--- src/rtl/bm_dma_pkg.sv ---
package bm_dma_pkg;

    parameter int ADDR_W  = 32;
    parameter int DATA_W  = 32;
    parameter int CNT_W   = 16;
    parameter int PAGE_W  = 12;
    parameter int DESC_BYTES = 8;
    localparam int WORD_BYTES = DATA_W / 8;
    localparam int WCNT_W = CNT_W - $clog2(WORD_BYTES) + 1;

    localparam logic [2:0] OFS_CMD = 3'd0;
    localparam logic [2:0] OFS_STS = 3'd2;
    localparam logic [2:0] OFS_PTR = 3'd4;

    typedef struct packed {
        logic       rsv7;
        logic       cap1;
        logic       cap0;
        logic [1:0] rsv43;
        logic       irq;
        logic       err;
        logic       act;
    } bm_status_t;

    typedef struct packed {
        logic [ADDR_W-1:0] base;
        logic [WCNT_W-1:0] words;
        logic              last;
    } bm_desc_t;

    typedef enum logic [2:0] {
        ST_IDLE,
        ST_FETCH_LO,
        ST_FETCH_HI,
        ST_WORD,
        ST_MEM_RD,
        ST_DEV_TX,
        ST_DEV_RX,
        ST_MEM_WR
    } bm_state_t;

    function automatic logic [WCNT_W-1:0] word_count(input logic [CNT_W-1:0] cnt);
        logic [CNT_W:0] padded;
        if (cnt == '0) begin
            word_count = WCNT_W'((CNT_W + 1)'(1) << (CNT_W - $clog2(WORD_BYTES)));
        end else begin
            padded = (CNT_W + 1)'(cnt) + (CNT_W + 1)'(WORD_BYTES - 1);
            word_count = WCNT_W'(padded >> $clog2(WORD_BYTES));
        end
    endfunction

    function automatic logic [ADDR_W-1:0] page_step(input logic [ADDR_W-1:0] a,
                                                    input int unsigned step);
        logic [PAGE_W-1:0] low;
        low = a[PAGE_W-1:0] + PAGE_W'(step);
        page_step = {a[ADDR_W-1:PAGE_W], low};
    endfunction

endpackage

--- src/rtl/bm_dma_regs.sv ---
module bm_dma_regs
    import bm_dma_pkg::*;
(
    input  logic              clk,
    input  logic              rst,
    input  logic              reg_wr,
    input  logic [2:0]        reg_addr,
    input  logic [31:0]       reg_wdata,
    output logic [31:0]       reg_rdata,
    input  logic              busy,
    input  logic              fin,
    input  logic              fault,
    input  logic              dev_irq,
    output logic              go,
    output logic              halt,
    output logic              dir,
    output logic [ADDR_W-1:0] tbl_ptr
);

    logic              cmd_start;
    logic              cmd_dir;
    logic [ADDR_W-1:0] ptr_q;
    logic              err_q;
    logic              irq_q;
    logic [1:0]        cap_q;
    bm_status_t        sts;

    logic wr_cmd, wr_sts, wr_ptr;
    assign wr_cmd = reg_wr && (reg_addr == OFS_CMD);
    assign wr_sts = reg_wr && (reg_addr == OFS_STS);
    assign wr_ptr = reg_wr && (reg_addr == OFS_PTR);

    always_ff @(posedge clk) begin
        if (rst) begin
            cmd_start <= 1'b0;
            cmd_dir   <= 1'b0;
            ptr_q     <= '0;
            err_q     <= 1'b0;
            irq_q     <= 1'b0;
            cap_q     <= '0;
        end else begin
            if (wr_cmd) begin
                cmd_start <= reg_wdata[0];
                if (!busy) cmd_dir <= reg_wdata[3];
            end
            if (wr_ptr) ptr_q <= {reg_wdata[ADDR_W-1:2], 2'b00};
            if (wr_sts) cap_q <= reg_wdata[6:5];
            err_q <= (err_q && !(wr_sts && reg_wdata[1])) || fault;
            irq_q <= (irq_q && !(wr_sts && reg_wdata[2])) || fin || dev_irq;
        end
    end

    assign go      = wr_cmd && reg_wdata[0] && !busy;
    assign halt    = !cmd_start;
    assign dir     = cmd_dir;
    assign tbl_ptr = ptr_q;

    always_comb begin
        sts       = '0;
        sts.act   = busy;
        sts.err   = err_q;
        sts.irq   = irq_q;
        sts.cap0  = cap_q[0];
        sts.cap1  = cap_q[1];
        case (reg_addr)
            OFS_CMD: reg_rdata = {24'd0, 4'd0, cmd_dir, 2'b00, cmd_start};
            OFS_STS: reg_rdata = {24'd0, sts};
            OFS_PTR: reg_rdata = 32'(ptr_q);
            default: reg_rdata = '0;
        endcase
    end

    // completion of the last descriptor raises the interrupt flag
    p_fin_irq_r6: assert property (@(posedge clk) disable iff (rst) fin |=> irq_q);
    // an error response raises the error flag
    p_fault_err_r9: assert property (@(posedge clk) disable iff (rst) fault |=> err_q);
    // direction is frozen while the engine runs
    p_dir_hold_r8: assert property (@(posedge clk) disable iff (rst) busy |=> $stable(cmd_dir));
    // device interrupt line sets the flag
    p_dev_irq_r10: assert property (@(posedge clk) disable iff (rst) dev_irq |=> irq_q);
    // writing zero to the error bit keeps it
    p_w1c_keep_r11: assert property (@(posedge clk) disable iff (rst)
        (err_q && !(wr_sts && reg_wdata[1])) |=> err_q);

endmodule

--- src/rtl/bm_dma_engine.sv ---
module bm_dma_engine
    import bm_dma_pkg::*;
(
    input  logic              clk,
    input  logic              rst,
    input  logic              go,
    input  logic              halt,
    input  logic              dir_in,
    input  logic [ADDR_W-1:0] tbl_ptr,
    output logic              busy,
    output logic              fin,
    output logic              fault,
    output logic              mem_req,
    output logic              mem_we,
    output logic [ADDR_W-1:0] mem_addr,
    output logic [DATA_W-1:0] mem_wdata,
    input  logic [DATA_W-1:0] mem_rdata,
    input  logic              mem_ack,
    input  logic              mem_err,
    input  logic              dev_rx_valid,
    input  logic [DATA_W-1:0] dev_rx_data,
    output logic              dev_rx_ready,
    output logic              dev_tx_valid,
    output logic [DATA_W-1:0] dev_tx_data,
    input  logic              dev_tx_ready
);

    bm_state_t         state;
    bm_desc_t          desc;
    logic [ADDR_W-1:0] dptr;
    logic [DATA_W-1:0] hold;
    logic              dir_q;
    logic              done_desc;

    assign done_desc = (desc.words == '0);

    always_ff @(posedge clk) begin
        if (rst) begin
            state <= ST_IDLE;
            desc  <= '0;
            dptr  <= '0;
            hold  <= '0;
            dir_q <= 1'b0;
        end else begin
            case (state)
                ST_IDLE: if (go) begin
                    dptr  <= tbl_ptr;
                    dir_q <= dir_in;
                    state <= ST_FETCH_LO;
                end
                ST_FETCH_LO: if (mem_ack) begin
                    if (mem_err) state <= ST_IDLE;
                    else begin
                        desc.base <= {mem_rdata[ADDR_W-1:2], 2'b00};
                        state     <= ST_FETCH_HI;
                    end
                end
                ST_FETCH_HI: if (mem_ack) begin
                    if (mem_err) state <= ST_IDLE;
                    else begin
                        desc.words <= word_count(mem_rdata[CNT_W-1:0]);
                        desc.last  <= mem_rdata[DATA_W-1];
                        dptr       <= page_step(dptr, DESC_BYTES);
                        state      <= ST_WORD;
                    end
                end
                ST_WORD: begin
                    if (done_desc && desc.last) state <= ST_IDLE;
                    else if (halt)              state <= ST_IDLE;
                    else if (done_desc)         state <= ST_FETCH_LO;
                    else if (dir_q)             state <= ST_DEV_RX;
                    else                        state <= ST_MEM_RD;
                end
                ST_MEM_RD: if (mem_ack) begin
                    if (mem_err) state <= ST_IDLE;
                    else begin
                        hold  <= mem_rdata;
                        state <= ST_DEV_TX;
                    end
                end
                ST_DEV_TX: if (dev_tx_ready) begin
                    desc.words <= desc.words - 1'b1;
                    desc.base  <= desc.base + ADDR_W'(WORD_BYTES);
                    state      <= ST_WORD;
                end
                ST_DEV_RX: begin
                    if (dev_rx_valid) begin
                        hold  <= dev_rx_data;
                        state <= ST_MEM_WR;
                    end else if (halt) begin
                        state <= ST_IDLE;
                    end
                end
                ST_MEM_WR: if (mem_ack) begin
                    if (mem_err) state <= ST_IDLE;
                    else begin
                        desc.words <= desc.words - 1'b1;
                        desc.base  <= desc.base + ADDR_W'(WORD_BYTES);
                        state      <= ST_WORD;
                    end
                end
                default: state <= ST_IDLE;
            endcase
        end
    end

    always_comb begin
        mem_req = (state == ST_FETCH_LO) || (state == ST_FETCH_HI) ||
                  (state == ST_MEM_RD)   || (state == ST_MEM_WR);
        mem_we  = (state == ST_MEM_WR);
        case (state)
            ST_FETCH_LO: mem_addr = dptr;
            ST_FETCH_HI: mem_addr = page_step(dptr, WORD_BYTES);
            default:     mem_addr = desc.base;
        endcase
    end

    assign mem_wdata    = hold;
    assign dev_tx_valid = (state == ST_DEV_TX);
    assign dev_tx_data  = hold;
    assign dev_rx_ready = (state == ST_DEV_RX);
    assign busy         = (state != ST_IDLE);
    assign fin          = (state == ST_WORD) && done_desc && desc.last;
    assign fault        = mem_req && mem_ack && mem_err;

    // a pending memory request keeps its request and address
    p_req_hold_r3: assert property (@(posedge clk) disable iff (rst)
        (mem_req && !mem_ack) |=> (mem_req && $stable(mem_addr)));
    // a word is never moved against an exhausted count
    p_words_live_r4: assert property (@(posedge clk) disable iff (rst)
        (dev_tx_valid || (mem_req && mem_we)) |-> !done_desc);
    // after completion no request follows
    p_fin_quiet_r6: assert property (@(posedge clk) disable iff (rst) fin |=> !mem_req);
    // after an error response no request follows
    p_fault_quiet_r9: assert property (@(posedge clk) disable iff (rst) fault |=> !mem_req);

endmodule

--- src/rtl/bm_dma_channel.sv ---
module bm_dma_channel
    import bm_dma_pkg::*;
(
    input  logic        clk,
    input  logic        rst,
    input  logic        reg_wr,
    input  logic [2:0]  reg_addr,
    input  logic [31:0] reg_wdata,
    output logic [31:0] reg_rdata,
    output logic        mem_req,
    output logic        mem_we,
    output logic [31:0] mem_addr,
    output logic [31:0] mem_wdata,
    input  logic [31:0] mem_rdata,
    input  logic        mem_ack,
    input  logic        mem_err,
    input  logic        dev_rx_valid,
    input  logic [31:0] dev_rx_data,
    output logic        dev_rx_ready,
    output logic        dev_tx_valid,
    output logic [31:0] dev_tx_data,
    input  logic        dev_tx_ready,
    input  logic        dev_irq
);

    logic              busy, fin, fault, go, halt, dir;
    logic [ADDR_W-1:0] tbl_ptr;

    bm_dma_regs u_regs (
        .clk       (clk),
        .rst       (rst),
        .reg_wr    (reg_wr),
        .reg_addr  (reg_addr),
        .reg_wdata (reg_wdata),
        .reg_rdata (reg_rdata),
        .busy      (busy),
        .fin       (fin),
        .fault     (fault),
        .dev_irq   (dev_irq),
        .go        (go),
        .halt      (halt),
        .dir       (dir),
        .tbl_ptr   (tbl_ptr)
    );

    bm_dma_engine u_engine (
        .clk          (clk),
        .rst          (rst),
        .go           (go),
        .halt         (halt),
        .dir_in       (dir),
        .tbl_ptr      (tbl_ptr),
        .busy         (busy),
        .fin          (fin),
        .fault        (fault),
        .mem_req      (mem_req),
        .mem_we       (mem_we),
        .mem_addr     (mem_addr),
        .mem_wdata    (mem_wdata),
        .mem_rdata    (mem_rdata),
        .mem_ack      (mem_ack),
        .mem_err      (mem_err),
        .dev_rx_valid (dev_rx_valid),
        .dev_rx_data  (dev_rx_data),
        .dev_rx_ready (dev_rx_ready),
        .dev_tx_valid (dev_tx_valid),
        .dev_tx_data  (dev_tx_data),
        .dev_tx_ready (dev_tx_ready)
    );

endmodule

--- config.mk ---
export PLATFORM = sky130hd
export DESIGN_NAME = bm_dma_channel
export DESIGN_NICKNAME = d
export VERILOG_FILES = /design/src/rtl/bm_dma_pkg.sv /design/src/rtl/bm_dma_regs.sv /design/src/rtl/bm_dma_engine.sv /design/src/rtl/bm_dma_channel.sv
export SDC_FILE = /design/constraint.sdc
export NUM_CORES = 1
export LEC_CHECK = 0
export BUFFER_PORTS_ARGS = -buffer_cell sky130_fd_sc_hd__buf_2
export CAP_MARGIN = 0
export CORE_ASPECT_RATIO = 1.25
export CORE_MARGIN = 2
export CORE_UTILIZATION = 53
export CTS_CLUSTER_SIZE = 20
export DETAILED_ROUTE_END_ITERATION = 12
export PLACE_DENSITY_LB_ADDON = 0.05
export SLEW_MARGIN = 20
export SYNTH_ARGS = -nofsm -noshare
export SYNTH_HDL_FRONTEND = slang
export SYNTH_SLANG_ARGS = --single-unit
--- constraint.sdc ---
create_clock -name clk -period 2.2 [get_ports clk]
set_input_delay 0.33 -clock clk [delete_from_list [all_inputs] [get_ports clk]]
set_output_delay 0.33 -clock clk [all_outputs]
set_load 0.02 [all_outputs]
==> results.sh <==
export IMPL_via_count=9051
export IMPL_crit_type="register to output pin"
export IMPL_synth_edf_count=0
export IMPL_clock_latency_ps=430
export IMPL_peakVddDrop_uv=460
export IMPL_stdcell_area_um2=11000
export IMPL_setup_viol=12
export IMPL_maxSlewHeadroom=0.450
export IMPL_root_buffer="clkbuf_16"
export IMPL_die_h_um=147
export IMPL_ys_async_sr_fraction=0
export IMPL_track_usage=0.298
export IMPL_ctsHoldBuffers=0
export IMPL_critPathSlowestCell="dfxtp_4"
export IMPL_final_util=0.684
export IMPL_ys_types=81
export IMPL_p_per_area_nw_per_um2=627
export IMPL_cp_max_fo=15
export IMPL_timing_final_crit_period_ps=2260
export IMPL_rr_startpoint="u_engine.desc[18]"
export IMPL_arrival_ps=1930
export IMPL_p_leak_nw=4.57
export IMPL_crit_end="mem_addr[29]"
export IMPL_wl_per_cell_um=16.9
export IMPL_grt_pass1_wl_um=42300
export IMPL_first_pass_iters=5
export IMPL_setup_ws_ps=-62.6
export IMPL_ios=239
export IMPL_violations="setup timing"
export IMPL_worst_pin_slew_ps=822
export IMPL_synth_ff_type="dfxtp_1"
export IMPL_end_kind="output pin"
export IMPL_max_freq_mhz=442
export IMPL_io_buffers=236
export IMPL_hold_path_class="input port to register"
export IMPL_rows=52
export IMPL_core_um2=16100
export IMPL_dpl_hpwl_um=18700
export IMPL_grt_pass1_vias=8154
export IMPL_drv_slew=0
export IMPL_yosys_warnings=0
export IMPL_numCtsBuffers=17
export IMPL_die_area_um2=17300
export IMPL_period_share=1.03
export IMPL_die_x_um=118
export IMPL_clock_sinks=148
export IMPL_crit_chain="nand2b_4 > nor2_4 > nor2_4 > buf_12 > mux2_2 > buf_2"
export IMPL_hold_start="reg_wdata[20]"
export IMPL_r2r_slack_ps=120
export IMPL_syn_area_um2=8620
export IMPL_via_per_inst=5.74
export IMPL_area_growth_pct=27.5
export IMPL_multi_input_area_um2=5110
export IMPL_cpMostUsedCell="nor2_4"
export IMPL_crit_required_ps=1870
export IMPL_cts_tree="built"
export IMPL_antenna_found_initial=0
export IMPL_cp_start_kind="register"
export IMPL_ff_latch_area_um2=2980
export IMPL_hold_violations=0
export IMPL_ys_seq_area_frac=0.344
export IMPL_grt_overflow_total=0
export IMPL_htreeDepth=4
export IMPL_synth_seq_cells=148
export IMPL_slowest_delay_ps=370
export IMPL_drt_total_wl_um=26600
export IMPL_ant_nets=0
export IMPL_netlist_instances=1157
export IMPL_clock_skew_ps=7.68
export IMPL_n_fill_cell=1461
export IMPL_outcome="finished, violations left"
export IMPL_gp_congestion=0.929
export IMPL_grt_max_degree=77
export IMPL_n_antenna_cell=0
export IMPL_rsz0062_at_grt="yes"
export IMPL_drcViolationCount=0
export IMPL_worstRegToRegCells=7
export IMPL_cp_startpoint="u_engine.state[1]"
export IMPL_initial_core_util=0.536
export IMPL_fin_nets=1460
export IMPL_cts_path_max_buffers=2
export IMPL_drive_above_1_share=0.298
export IMPL_cap_viol_max_count=0
export IMPL_syn_avg_cell_area_um2=7.45
export IMPL_placed_area_um2=9920
export IMPL_cts_clk_slew_worst_paths_ps=70
export IMPL_reg2reg_to="u_engine.desc[36]"
export IMPL_drt_initial_drc_count=634
## power by group
group          leakage (nW)  internal [mW]  switching [mW]
sequential             1.20           2.73          0.0709
clock                 0.298           1.72            1.29
combinational          3.07          0.466           0.604
total                  4.57           4.92            1.96
## registers in the layout, indices dropped and copies added (netlist names)
register              flops
u_engine.dir_q            1
u_engine.state            3
u_engine.desc            46
u_regs.err_q              1
u_regs.dir                1
u_regs.tbl_ptr           30
u_engine.dev_tx_data     32
u_engine.dptr            30
u_regs.irq_q              1
u_regs.cap_q              2
u_regs.cmd_start          1
## logic make-up after synthesis
group,Yosys count,share of synthesized area
multiplexers,23,0.0296
XOR/XNOR,16,0.0163
AO/OA/AOI/OAI,297,0.226
adder cells (fa/ha/maj),5,0.00726
other,1,0.000435
buffers and inverters,145,0.0864
AND/OR/NAND/NOR,522,0.290
flip-flops,148,0.344
## layer usage
| layer | global-route usage | vias up | wire (um) |
|---|---|---|---|
| met2 | 0.493 | 385 | 12800 |
| li1 | - | 4476 | - |
| met3 | 0.0563 | 34 | 1850 |
| met1 | 0.391 | 4156 | 11500 |
| met5 | 0 | - | 0 |
| met4 | 0.0982 | 0 | 500 |
## how the worst min path moves through the flow
stage                     depth (start not counted)                 end
after CTS                                         3  u_regs.tbl_ptr[18]
after detailed placement                          2   u_engine.dptr[28]
final                                             3  u_regs.tbl_ptr[20]
after global placement                            2   u_engine.dptr[12]
after global routing                              3  u_regs.tbl_ptr[26]
after floorplan                                   2   u_engine.dptr[12]
## cells in the mapped netlist, types with 3 or more instances
| cell type | count | area share |
|---|---|---|
| a211oi_1 | 13 | 0.011 |
| a21o_1 | 3 | 0.0026 |
| a21oi_1 | 111 | 0.064 |
| a221o_1 | 5 | 0.0058 |
| a22oi_1 | 7 | 0.0061 |
| a311oi_1 | 38 | 0.039 |
| a31oi_1 | 14 | 0.010 |
| a32oi_1 | 4 | 0.0041 |
| a41o_1 | 3 | 0.0035 |
| and2_1 | 34 | 0.025 |
| and3_1 | 7 | 0.0051 |
| and3b_1 | 6 | 0.0061 |
| and4_1 | 9 | 0.0091 |
| buf_1 | 5 | 0.0022 |
| buf_2 | 37 | 0.021 |
| buf_4 | 35 | 0.030 |
| clkbuf_1 | 51 | 0.022 |
| dfxtp_1 | 148 | 0.34 |
| ha_1 | 5 | 0.0073 |
| inv_1 | 13 | 0.0057 |
| mux2_2 | 20 | 0.026 |
| mux2i_1 | 3 | 0.0035 |
| nand2_1 | 251 | 0.11 |
| nand2b_1 | 9 | 0.0065 |
| nand3_1 | 25 | 0.015 |
| nand3b_1 | 3 | 0.0026 |
| nand4_1 | 12 | 0.0087 |
| nor2_1 | 93 | 0.041 |
| nor2b_1 | 7 | 0.0051 |
| nor3_1 | 23 | 0.013 |
| nor3b_1 | 4 | 0.0035 |
| nor4_1 | 13 | 0.0094 |
| o211ai_1 | 5 | 0.0044 |
| o21a_1 | 6 | 0.0052 |
| o21ai_0 | 38 | 0.022 |
| o22ai_1 | 10 | 0.0073 |
| o31a_1 | 3 | 0.0031 |
| o31ai_1 | 6 | 0.0052 |
| o32ai_1 | 8 | 0.0081 |
| or3_1 | 4 | 0.0029 |
| or3_2 | 3 | 0.0026 |
| xor2_1 | 14 | 0.014 |
## what timing repair did
action,CTS,global route
buffers inserted,7,2
endpoints found under the setup margin,30,31
gates cloned,0,2
pin swaps,5,6
resized for setup,34,73
## layout by cell type, fill, tap and decap left out, types with 23 or more instances in the layout
| cell | n |
|---|---|
| dfxtp_1 | 141 |
| nand3_1 | 23 |
| buf_2 | 213 |
| a21oi_1 | 109 |
| nand2_1 | 249 |
| nor2_1 | 91 |
| buf_4 | 57 |
| o21ai_0 | 32 |
| and2_1 | 34 |
| a311oi_1 | 38 |
## through the flow
step	total power, mW	hold WS (ps)	setup WS [ps]	instances	TNS [ps]
finish	6.89	127	-62.6	1577	-426
global route	7.14	122	-128	1577	-1520
CTS	6.78	116	-48.4	1573	-199
detailed placement	3.76	445	190	1534	0
global placement	3.76	441	198	1534	0
floorplan	3.40	434	50.3	1158	0
## layout make-up
| type | instances | share of cell area |
|---|---|---|
| multi-input cells | 865 | 0.465 |
| flip-flops and latches | 148 | 0.271 |
| repair buffers | 303 | 0.179 |
| clock buffers | 17 | 0.0387 |
| well taps | 216 | 0.0246 |
| clock inverters | 15 | 0.0166 |
| inverters | 13 | 0.00444 |
## critical path, delay by kind of cell, from the launching register on
kind | cells | cell delay [ps]
and+or+nand+nor | 3 | 400
muxes | 1 | 370
buffers and inverters | 2 | 360
DFF | 1 | 370
Note: power is estimated with default switching activity, not from simulation.
